==> config.mk <==
export PLATFORM = sky130hd
export DESIGN_NAME = wavelet_sched_slave
export DESIGN_NICKNAME = d
export VERILOG_FILES = /design/src/rtl/wsi_pkg.sv /design/src/rtl/hs_parity_chk.sv /design/src/rtl/hs_ctrl.sv /design/src/rtl/hs_capture.sv /design/src/rtl/wavelet_sched_slave.sv
export SDC_FILE = /design/constraint.sdc
export NUM_CORES = 1
export LEC_CHECK = 0
export BUFFER_PORTS_ARGS = -buffer_cell sky130_fd_sc_hd__buf_4
export CAP_MARGIN = 20
export CORE_AREA = 2 2 145 76
export DETAILED_ROUTE_END_ITERATION = 8
export DIE_AREA = 0 0 147 78
export PLACE_DENSITY = 0.48
export SYNTH_ARGS = -nofsm -noshare
export SYNTH_HDL_FRONTEND = slang
export SYNTH_SLANG_ARGS = --single-unit
==> constraint.sdc <==
create_clock -name clk -period 2.03 [get_ports clk]
set_input_delay 0.1015 -clock clk [delete_from_list [all_inputs] [get_ports clk]]
set_output_delay 0.1015 -clock clk [all_outputs]
set_load 0.01 [all_outputs]
==> src/rtl/wsi_pkg.sv <==
// Shared types for the scheduler handshake slave.
// Assumes: nothing beyond the standard language.
package wsi_pkg;
    typedef enum logic [1:0] {
        PH_IDLE = 2'd0,
        PH_REQ  = 2'd1,
        PH_RESP = 2'd2
    } phase_t;
endpackage

==> src/rtl/hs_parity_chk.sv <==
// Judges a received word clean when data and parity bit hold an even count of ones.
// Assumes: the parity bit travels with the word in the same cycle.
module hs_parity_chk #(
    parameter int DATA_W = 16
) (
    input  logic [DATA_W-1:0] word_i,
    input  logic              par_i,
    output logic              ok_o
);
    // Combined XOR of all received bits must be zero.
    always_comb ok_o = ~((^word_i) ^ par_i);
endmodule

==> src/rtl/hs_ctrl.sv <==
// Sequencer for the handshake: start, per-word request, ack/nack response, end marker.
// Assumes: last_idx_i is valid from the response cycle of the index-0 word onward.
module hs_ctrl
    import wsi_pkg::*;
#(
    parameter int IDX_W = 10
) (
    input  logic             clk,
    input  logic             rst_n,
    input  logic             start_i,
    input  logic             valid_i,
    input  logic             word_ok_i,
    input  logic [IDX_W-1:0] last_idx_i,
    output logic             busy_o,
    output logic             req_o,
    output logic [IDX_W-1:0] idx_o,
    output logic             take_o,
    output logic             ack_o,
    output logic             nack_o,
    output logic             end_o
);
    phase_t           phase_q;
    logic [IDX_W-1:0] idx_q;
    logic             ack_q, nack_q, end_q;

    // Phase decode toward the master and the capture stage.
    always_comb begin
        busy_o = (phase_q != PH_IDLE);
        req_o  = (phase_q == PH_REQ);
        take_o = (phase_q == PH_REQ) && valid_i;
    end

    // Phase, index and one-cycle response pulses.
    always_ff @(posedge clk) begin
        if (!rst_n) begin
            phase_q <= PH_IDLE;
            idx_q   <= '0;
            ack_q   <= 1'b0;
            nack_q  <= 1'b0;
            end_q   <= 1'b0;
        end else begin
            ack_q  <= 1'b0;
            nack_q <= 1'b0;
            end_q  <= 1'b0;
            case (phase_q)
                PH_IDLE: begin
                    if (start_i) begin
                        phase_q <= PH_REQ;
                        idx_q   <= '0;
                    end
                end
                PH_REQ: begin
                    if (valid_i) begin
                        phase_q <= PH_RESP;
                        ack_q   <= word_ok_i;
                        nack_q  <= ~word_ok_i;
                    end
                end
                PH_RESP: begin
                    if (ack_q && (idx_q == last_idx_i)) begin
                        phase_q <= PH_IDLE;
                        end_q   <= 1'b1;
                    end else begin
                        if (ack_q) idx_q <= idx_q + 1'b1;
                        phase_q <= PH_REQ;
                    end
                end
                default: phase_q <= PH_IDLE;
            endcase
        end
    end

    assign idx_o  = idx_q;
    assign ack_o  = ack_q;
    assign nack_o = nack_q;
    assign end_o  = end_q;

    // A sampled word is answered by exactly one response pulse next cycle.
    assert_one_resp_R6: assert property (@(posedge clk) disable iff (!rst_n)
        take_o |=> (ack_o ^ nack_o));
    // A response pulse only follows a sampled word.
    assert_resp_after_take_R6: assert property (@(posedge clk) disable iff (!rst_n)
        (ack_o || nack_o) |-> $past(take_o));
    // The request drops while the response is pending.
    assert_req_drops_R4: assert property (@(posedge clk) disable iff (!rst_n)
        take_o |=> !req_o);
    // A rejected word is requested again at the same index.
    assert_retry_same_idx_R8: assert property (@(posedge clk) disable iff (!rst_n)
        nack_o |=> (req_o && (idx_o == $past(idx_o))));
    // The end marker follows a final acknowledge and coincides with idle.
    assert_end_idle_R10: assert property (@(posedge clk) disable iff (!rst_n)
        end_o |-> (!busy_o && $past(ack_o)));
endmodule

==> src/rtl/hs_capture.sv <==
// Registers accepted samples for the core and latches size/direction from index 0.
// Assumes: take_i is a one-cycle strobe, ok_i and idx_i are valid with it.
module hs_capture #(
    parameter int DATA_W = 16,
    parameter int SIZE_W = 10
) (
    input  logic              clk,
    input  logic              rst_n,
    input  logic              take_i,
    input  logic              ok_i,
    input  logic [SIZE_W-1:0] idx_i,
    input  logic [DATA_W-1:0] data_i,
    input  logic [SIZE_W-1:0] size_i,
    input  logic              inv_i,
    output logic              smp_valid_o,
    output logic [DATA_W-1:0] smp_data_o,
    output logic [SIZE_W-1:0] smp_idx_o,
    output logic [SIZE_W-1:0] size_o,
    output logic              inv_o
);
    logic accept;
    logic first_word;

    // Clean word sampled this cycle, and whether it opens the transform.
    always_comb begin
        accept     = take_i && ok_i;
        first_word = accept && (idx_i == '0);
    end

    // Sample stream register toward the core.
    always_ff @(posedge clk) begin
        if (!rst_n) begin
            smp_valid_o <= 1'b0;
            smp_data_o  <= '0;
            smp_idx_o   <= '0;
        end else begin
            smp_valid_o <= accept;
            if (accept) begin
                smp_data_o <= data_i;
                smp_idx_o  <= idx_i;
            end
        end
    end

    // Transform parameters held from the first clean word.
    always_ff @(posedge clk) begin
        if (!rst_n) begin
            size_o <= '0;
            inv_o  <= 1'b0;
        end else if (first_word) begin
            size_o <= size_i;
            inv_o  <= inv_i;
        end
    end

    // Parameters change only when a clean index-0 word was sampled.
    assert_param_hold_R9: assert property (@(posedge clk) disable iff (!rst_n)
        !$past(first_word) |-> ($stable(size_o) && $stable(inv_o)));
endmodule

==> src/rtl/wavelet_sched_slave.sv <==
// Slave handshake between a master scheduler and a wavelet transform core.
// Assumes: master holds a strobe for one cycle and only answers an active request;
// transform length is size field + 1 words.
module wavelet_sched_slave #(
    parameter int DATA_W = 16,
    parameter int SIZE_W = 10
) (
    input  logic              clk,
    input  logic              rst_n,
    input  logic              start_i,
    input  logic              xfer_valid_i,
    input  logic [DATA_W-1:0] xfer_data_i,
    input  logic              xfer_par_i,
    input  logic [SIZE_W-1:0] xfer_size_i,
    input  logic              xfer_inv_i,
    output logic              busy_o,
    output logic              dreq_o,
    output logic [SIZE_W-1:0] dreq_idx_o,
    output logic              ack_o,
    output logic              nack_o,
    output logic              end_o,
    output logic              smp_valid_o,
    output logic [DATA_W-1:0] smp_data_o,
    output logic [SIZE_W-1:0] smp_idx_o,
    output logic [SIZE_W-1:0] size_o,
    output logic              inv_o
);
    localparam int IDX_W = SIZE_W;

    logic word_ok;
    logic take;

    hs_parity_chk #(.DATA_W(DATA_W)) u_par (
        .word_i (xfer_data_i),
        .par_i  (xfer_par_i),
        .ok_o   (word_ok)
    );

    hs_ctrl #(.IDX_W(IDX_W)) u_ctrl (
        .clk        (clk),
        .rst_n      (rst_n),
        .start_i    (start_i),
        .valid_i    (xfer_valid_i),
        .word_ok_i  (word_ok),
        .last_idx_i (size_o),
        .busy_o     (busy_o),
        .req_o      (dreq_o),
        .idx_o      (dreq_idx_o),
        .take_o     (take),
        .ack_o      (ack_o),
        .nack_o     (nack_o),
        .end_o      (end_o)
    );

    hs_capture #(.DATA_W(DATA_W), .SIZE_W(SIZE_W)) u_cap (
        .clk         (clk),
        .rst_n       (rst_n),
        .take_i      (take),
        .ok_i        (word_ok),
        .idx_i       (dreq_idx_o),
        .data_i      (xfer_data_i),
        .size_i      (xfer_size_i),
        .inv_i       (xfer_inv_i),
        .smp_valid_o (smp_valid_o),
        .smp_data_o  (smp_data_o),
        .smp_idx_o   (smp_idx_o),
        .size_o      (size_o),
        .inv_o       (inv_o)
    );

    // A sample reaches the core only together with its acknowledge.
    assert_sample_with_ack_R7: assert property (@(posedge clk) disable iff (!rst_n)
        smp_valid_o |-> (ack_o && !nack_o));
    // A refused start leaves the transform running.
    assert_start_ignored_R3: assert property (@(posedge clk) disable iff (!rst_n)
        (busy_o && !end_o && !(ack_o && dreq_idx_o == size_o)) |=> busy_o);
endmodule

=== Word-level counts from Yosys, hierarchy flattened ===
Cells that the tools add are included.

* Output and inout port bits: 53
* Word-level logic and storage cells: 42
* Input port bits: 32
* Bits in registers: 53

* Muxes and demuxes: 9
* Reductions and logical operators: 13
* Eq/ne operators: 7
* Add/sub/neg operators: 1
* Bitwise logic cells: 2

{| class="wikitable"
|+ Operators with widths
! cell !! count
|-
| 10-bit two-way mux || 3
|-
| 10-bit case mux with 2 select lines || 1
|-
| 16-bit XOR reduction || 1
|-
| 10-bit by 1-bit adder with 10-bit output (second input constant) || 1
|-
| 10-bit == test || 1
|-
| 10-bit logical NOT || 1
|-
| 2-bit != test (second input constant) || 3
|-
| 2-bit case mux with 3 select lines || 1
|-
| 1-bit logical AND || 4
|-
| 2-bit two-way mux || 2
|-
| 2-bit AND reduction || 2
|-
| 4-bit AND reduction || 1
|-
| 2-bit nonzero test || 2
|-
| 3-bit AND reduction || 1
|-
| 2-bit by 1-bit == test with 1-bit output (second input constant) || 1
|-
| 2-bit == test (second input constant) || 1
|-
| 2-bit logical NOT || 1
|-
| 1-bit two-way mux || 2
|-
| 2-bit by 1-bit != test with 1-bit output (second input constant) || 1
|-
| 1-bit NOT || 1
|-
| 1-bit bitwise XOR || 1
|}

=== Logic depth before layout (Yosys ltp) ===
* Depth in word-level cells: 5
* Gate-level depth with buffers: 9
* Gate-level depth less buffers: 7

=== By module ===
From an unflattened synthesis, not the netlist that was laid out.

* Cell total of the unflattened synthesis: 294
* Area total of the unflattened synthesis: 2521.2 µm²

{| class="wikitable"
|+ By module, submodules not included
! module !! area each (µm²) !! instances !! sequential area each (µm²) !! cells each
|-
| hs_capture || 1463.9 || 1 || 760.7 || 167
|-
| hs_ctrl || 912.1 || 1 || 300.3 || 112
|-
| hs_parity_chk || 145.1 || 1 || 0.0 || 15
|}

=== Worst setup path after synthesis ===
Ideal clock, no wire load.

* Kind: register to register
* Start: register u_ctrl.idx_q[4], in the netlist u_ctrl.idx_o[4]
* End: register u_ctrl.idx_q[9], in the netlist u_ctrl.idx_o[9]
* Setup slack: 217 ps
* Data required time: 1958 ps
* Period minus slack after synthesis: 1813 ps
* Path buffers: 1
* Setup time: 72 ps
* Arrival: 1741 ps
* Stages on the path, launching flop included: 6
* Cell sequence: dfxtp_1 -> buf_2 -> nand3_1 -> or4_4 -> or4_1 -> a21oi_1

* Word-level cells in the longest chain between the ends: 4
* Elaborated cells on any way between the ends: 8
* Classes of those cells: add/sub (1); eq/ne (2); mux (3); reduce/logical (2)

{| class="wikitable"
|+ Ends and longest elaborated chain
! item !! line !! RTL
|-
| start: declaration || hs_ctrl.sv:23 || <nowiki>logic [IDX_W-1:0] idx_q;</nowiki>
|-
| start signal: assignment || hs_ctrl.sv:64 || <nowiki>if (ack_q) idx_q <= idx_q + 1'b1;</nowiki>
|-
| 10-bit by 1-bit adder with 10-bit output / 10-bit == test (equally long branches) || hs_ctrl.sv:64, hs_ctrl.sv:60 ||
|-
| 10-bit two-way mux / 1-bit logical AND (equally long branches) || hs_ctrl.sv:64, hs_ctrl.sv:60 ||
|-
| 10-bit two-way mux / 2-bit != test (equally long branches) || - ||
|-
| 10-bit case mux with 2 select lines / 4-bit AND reduction (equally long branches) || - ||
|}

Parallel ways exist; a longest one is shown, timed or not. The select of a mux whose other input is x is not followed.
A chain may end at the register's enable or synchronous reset.

=== Worst setup path in the final report ===
* Start: register u_ctrl.idx_q[6], in the netlist u_ctrl.idx_o[6]
* End: register u_ctrl.idx_q[9], in the netlist u_ctrl.idx_o[9]

Same word-level chain as after synthesis.

==> reports/results.ini <==
[clock_tree]
cts_setup_buffers=0
clk_pin_slew_ps=70
clockRootBuffer=clkbuf_16
postCtsHoldBufs=0
cts_tree=yes
htree_levels=2
cts_buffers=5
clkSinkCount=53
clock_latency_ps=290
clockBufferDepth=2
cts_resized=0

[sta]
fmax_mhz=540
hold_violations=0
finalClockSkew_ps=5.35
fin_setup_tns_ps=0
slew_violations=0
setup_violations=0
rsz0062_at_grt=no
fin_crit_ps=1850
holdWs_ps=66.8
slew_headroom=0.540
tightest_slew_ps=685
timing.final.crit_share=0.913

[route]
avgViaCountPerCell=4.68
ant_nets=0
drc=0
dr.pass1.iters=4
wl_microns=7740
vias=2428
wl_per_cell_microns=14.9
drt_iter0_drc=129

[floorplanning]
die_area_sq_um=11500
rows=26
io_pins=85
die_w_microns=147
initial_core_util=0.248
coreArea_sq_um=10100
die_h_microns=78

[final_layout]
nNetsFinal=412
drive_gt1_frac=0.314
instances_no_fill=519
final_area_sq_um=3540
diodes=0
area_growth_pct=41.4

[global_route]
grt_pass1_wl_microns=12300
overflow=0
antenna_found_initial=0
grt_max_degree=32
grt_pass1_vias=2327
grt_usage=0.134

[power_and_ir_drop]
irDropWorstVdd_v=0.000625
power_leakage_nw=1.38
power_mw=3.19
powerDensity_nw_per_um2=903

[setup_path]
startpoint=u_ctrl.idx_o[6]
critical_path.max_stage_delay_ps=540
cp_slowest_cell=or4_4
cp-end-kind=flip-flop
cp_max_fo=7
r2r_start=u_ctrl.idx_o[6]
required_ps=2260
crit_chain=nand3_1 > or4_4 > or4_1 > a21oi_1
worst-path-buf-inv=0
critical_path.top_delay_family=simple AND/OR/NAND/NOR gates
critPathArrivalTime_ps=2080
startpoint_type=flip-flop
path_class=flip-flop to flip-flop

[job]
drv_cap=0

[logic_synthesis]
syn-cell-area_sq_um=2500
synthCells=291
syn_nets=325
yosys.area.top_type_share=0.424
ys_ff_latch=53
ys_top_cells_by_area=dfxtp_1, a21oi_1, nand3_1
syn_area_per_cell_sq_um=8.60
ys_seq_area_frac=0.424
yosys.area.top_type=dfxtp_1
ys_types=35
yosysWarnings=0

[hold_path]
hp-start=xfer_size_i[5]
hp-class=primary input to flip-flop

[placement]
place.detailed.hpwl_microns=5590
placedCellCount=511
io_buffers=84
place_area_sq_um=3360
gp_congestion=0.776

[outcome]
status=finished clean

==> cells in the final DEF, fill, tap and decap left out, types with 2 or more instances in the layout <==
cell | synthesis | final
a21oi_1 | 47 | 47
or4_1 | 2 | 2
nor4_1 | 2 | 2
inv_1 | 4 | 4
nand3_1 | 40 | 40
o31ai_1 | 3 | 3
nor3_1 | 4 | 4
nand4_1 | 6 | 6
dfxtp_1 | 53 | 53
clkbuf_16 | 0 | 5
ha_1 | 2 | 2
nand2_1 | 11 | 11
o21ai_0 | 34 | 34
buf_4 | 0 | 102
or3_1 | 7 | 7
xnor2_1 | 18 | 18
buf_12 | 0 | 3
nor2_1 | 7 | 7
o21ai_1 | 10 | 10
xnor3_1 | 3 | 3
==> per-stage QoR <==
step | utilization | setup WS, ps
floorplan | - | 217
global placement | 0.333 | 208
detailed placement | 0.333 | 201
CTS | 0.351 | 194
global route | 0.351 | 89.7
finish | 0.351 | 177
==> worst min-delay path, delay by kind of cell <==
kind / cells / cell delay [ps]
AOI/OAI and AO/OA: 1 / 50
buffers and inverters: 1 / 110
and+or+nand+nor: 1 / 60
==> flip-flops by register name, indices dropped and copies added, names as in the netlist <==
| register | flops |
|---|---|
| u_ctrl.idx_o | 10 |
| u_cap.size_o | 10 |
| u_ctrl.end_o | 1 |
| u_cap.smp_data_o | 16 |
| u_ctrl.phase_q | 2 |
| u_cap.inv_o | 1 |
| u_cap.smp_idx_o | 10 |
| u_cap.smp_valid_o | 1 |
| u_ctrl.nack_o | 1 |
| u_ctrl.ack_o | 1 |
==> power breakdown <==
group          switching [mW]  total, mW  internal, mW
clock network           0.409       1.03         0.617
logic                   0.622       1.06         0.433
registers              0.0299       1.11          1.08
total                    1.06       3.19          2.13
==> layout make-up <==
cell class | count | area [sq um]
Fill cell | 1078 | 6550
Multi-Input combinational cell | 208 | 1280
Sequential cell | 53 | 1060
Timing Repair Buffer | 105 | 826
Tap cell | 140 | 175
Clock buffer | 6 | 139
Clock inverter | 2 | 37.5
Inverter | 5 | 18.8
==> layer usage <==
layer,vias to the layer above,GRT usage,share of wire
li1,1221,-,-
met2,31,0.230,0.49
met3,6,0.0271,0.024
met5,-,0,0
met4,0,0.0337,0.0089
met1,1170,0.172,0.48
==> cells in the mapped netlist, drive strengths merged <==
library cell	count
nand4	6
nor2	7
nand3	40
or4	3
dfxtp	53
nor3	5
o21ai	44
xnor3	4
ha	2
a311o	1
nand2	11
inv	4
o31ai	3
a211o	1
o2111ai	1
or3	7
xnor2	19
and3	1
o311a	1
o311ai	1
clkbuf	12
buf	13
and4	1
a21oi	47
clkinv	1
nor4	2
xor3	1
==> path summary, 6_finish.rpt <==
check | slack (ps) | depth (start not counted) | endpoint
setup reg to reg | 180 | 4 | u_ctrl.idx_o[9]
hold / removal | 70 | 3 | u_cap.size_o[5]
hold reg to reg | 480 | 2 | u_cap.smp_idx_o[1]
setup / recovery | 180 | 4 | u_ctrl.idx_o[9]
==> cells by family (layout without fill, tap and decap cells) <==
logic type                 count (synthesis)  in the layout  synth area share
AOI/OAI and AO/OA                         99             99             0.213
and+or+nand+nor                           83             83             0.173
DFF                                       53             53             0.424
buffers and inverters                     30            118            0.0640
xor gates and xnor gates                  24             24             0.116
adders and majority gates                  2              2            0.0100
No activity file was read; power rests on OpenSTA's default activity.
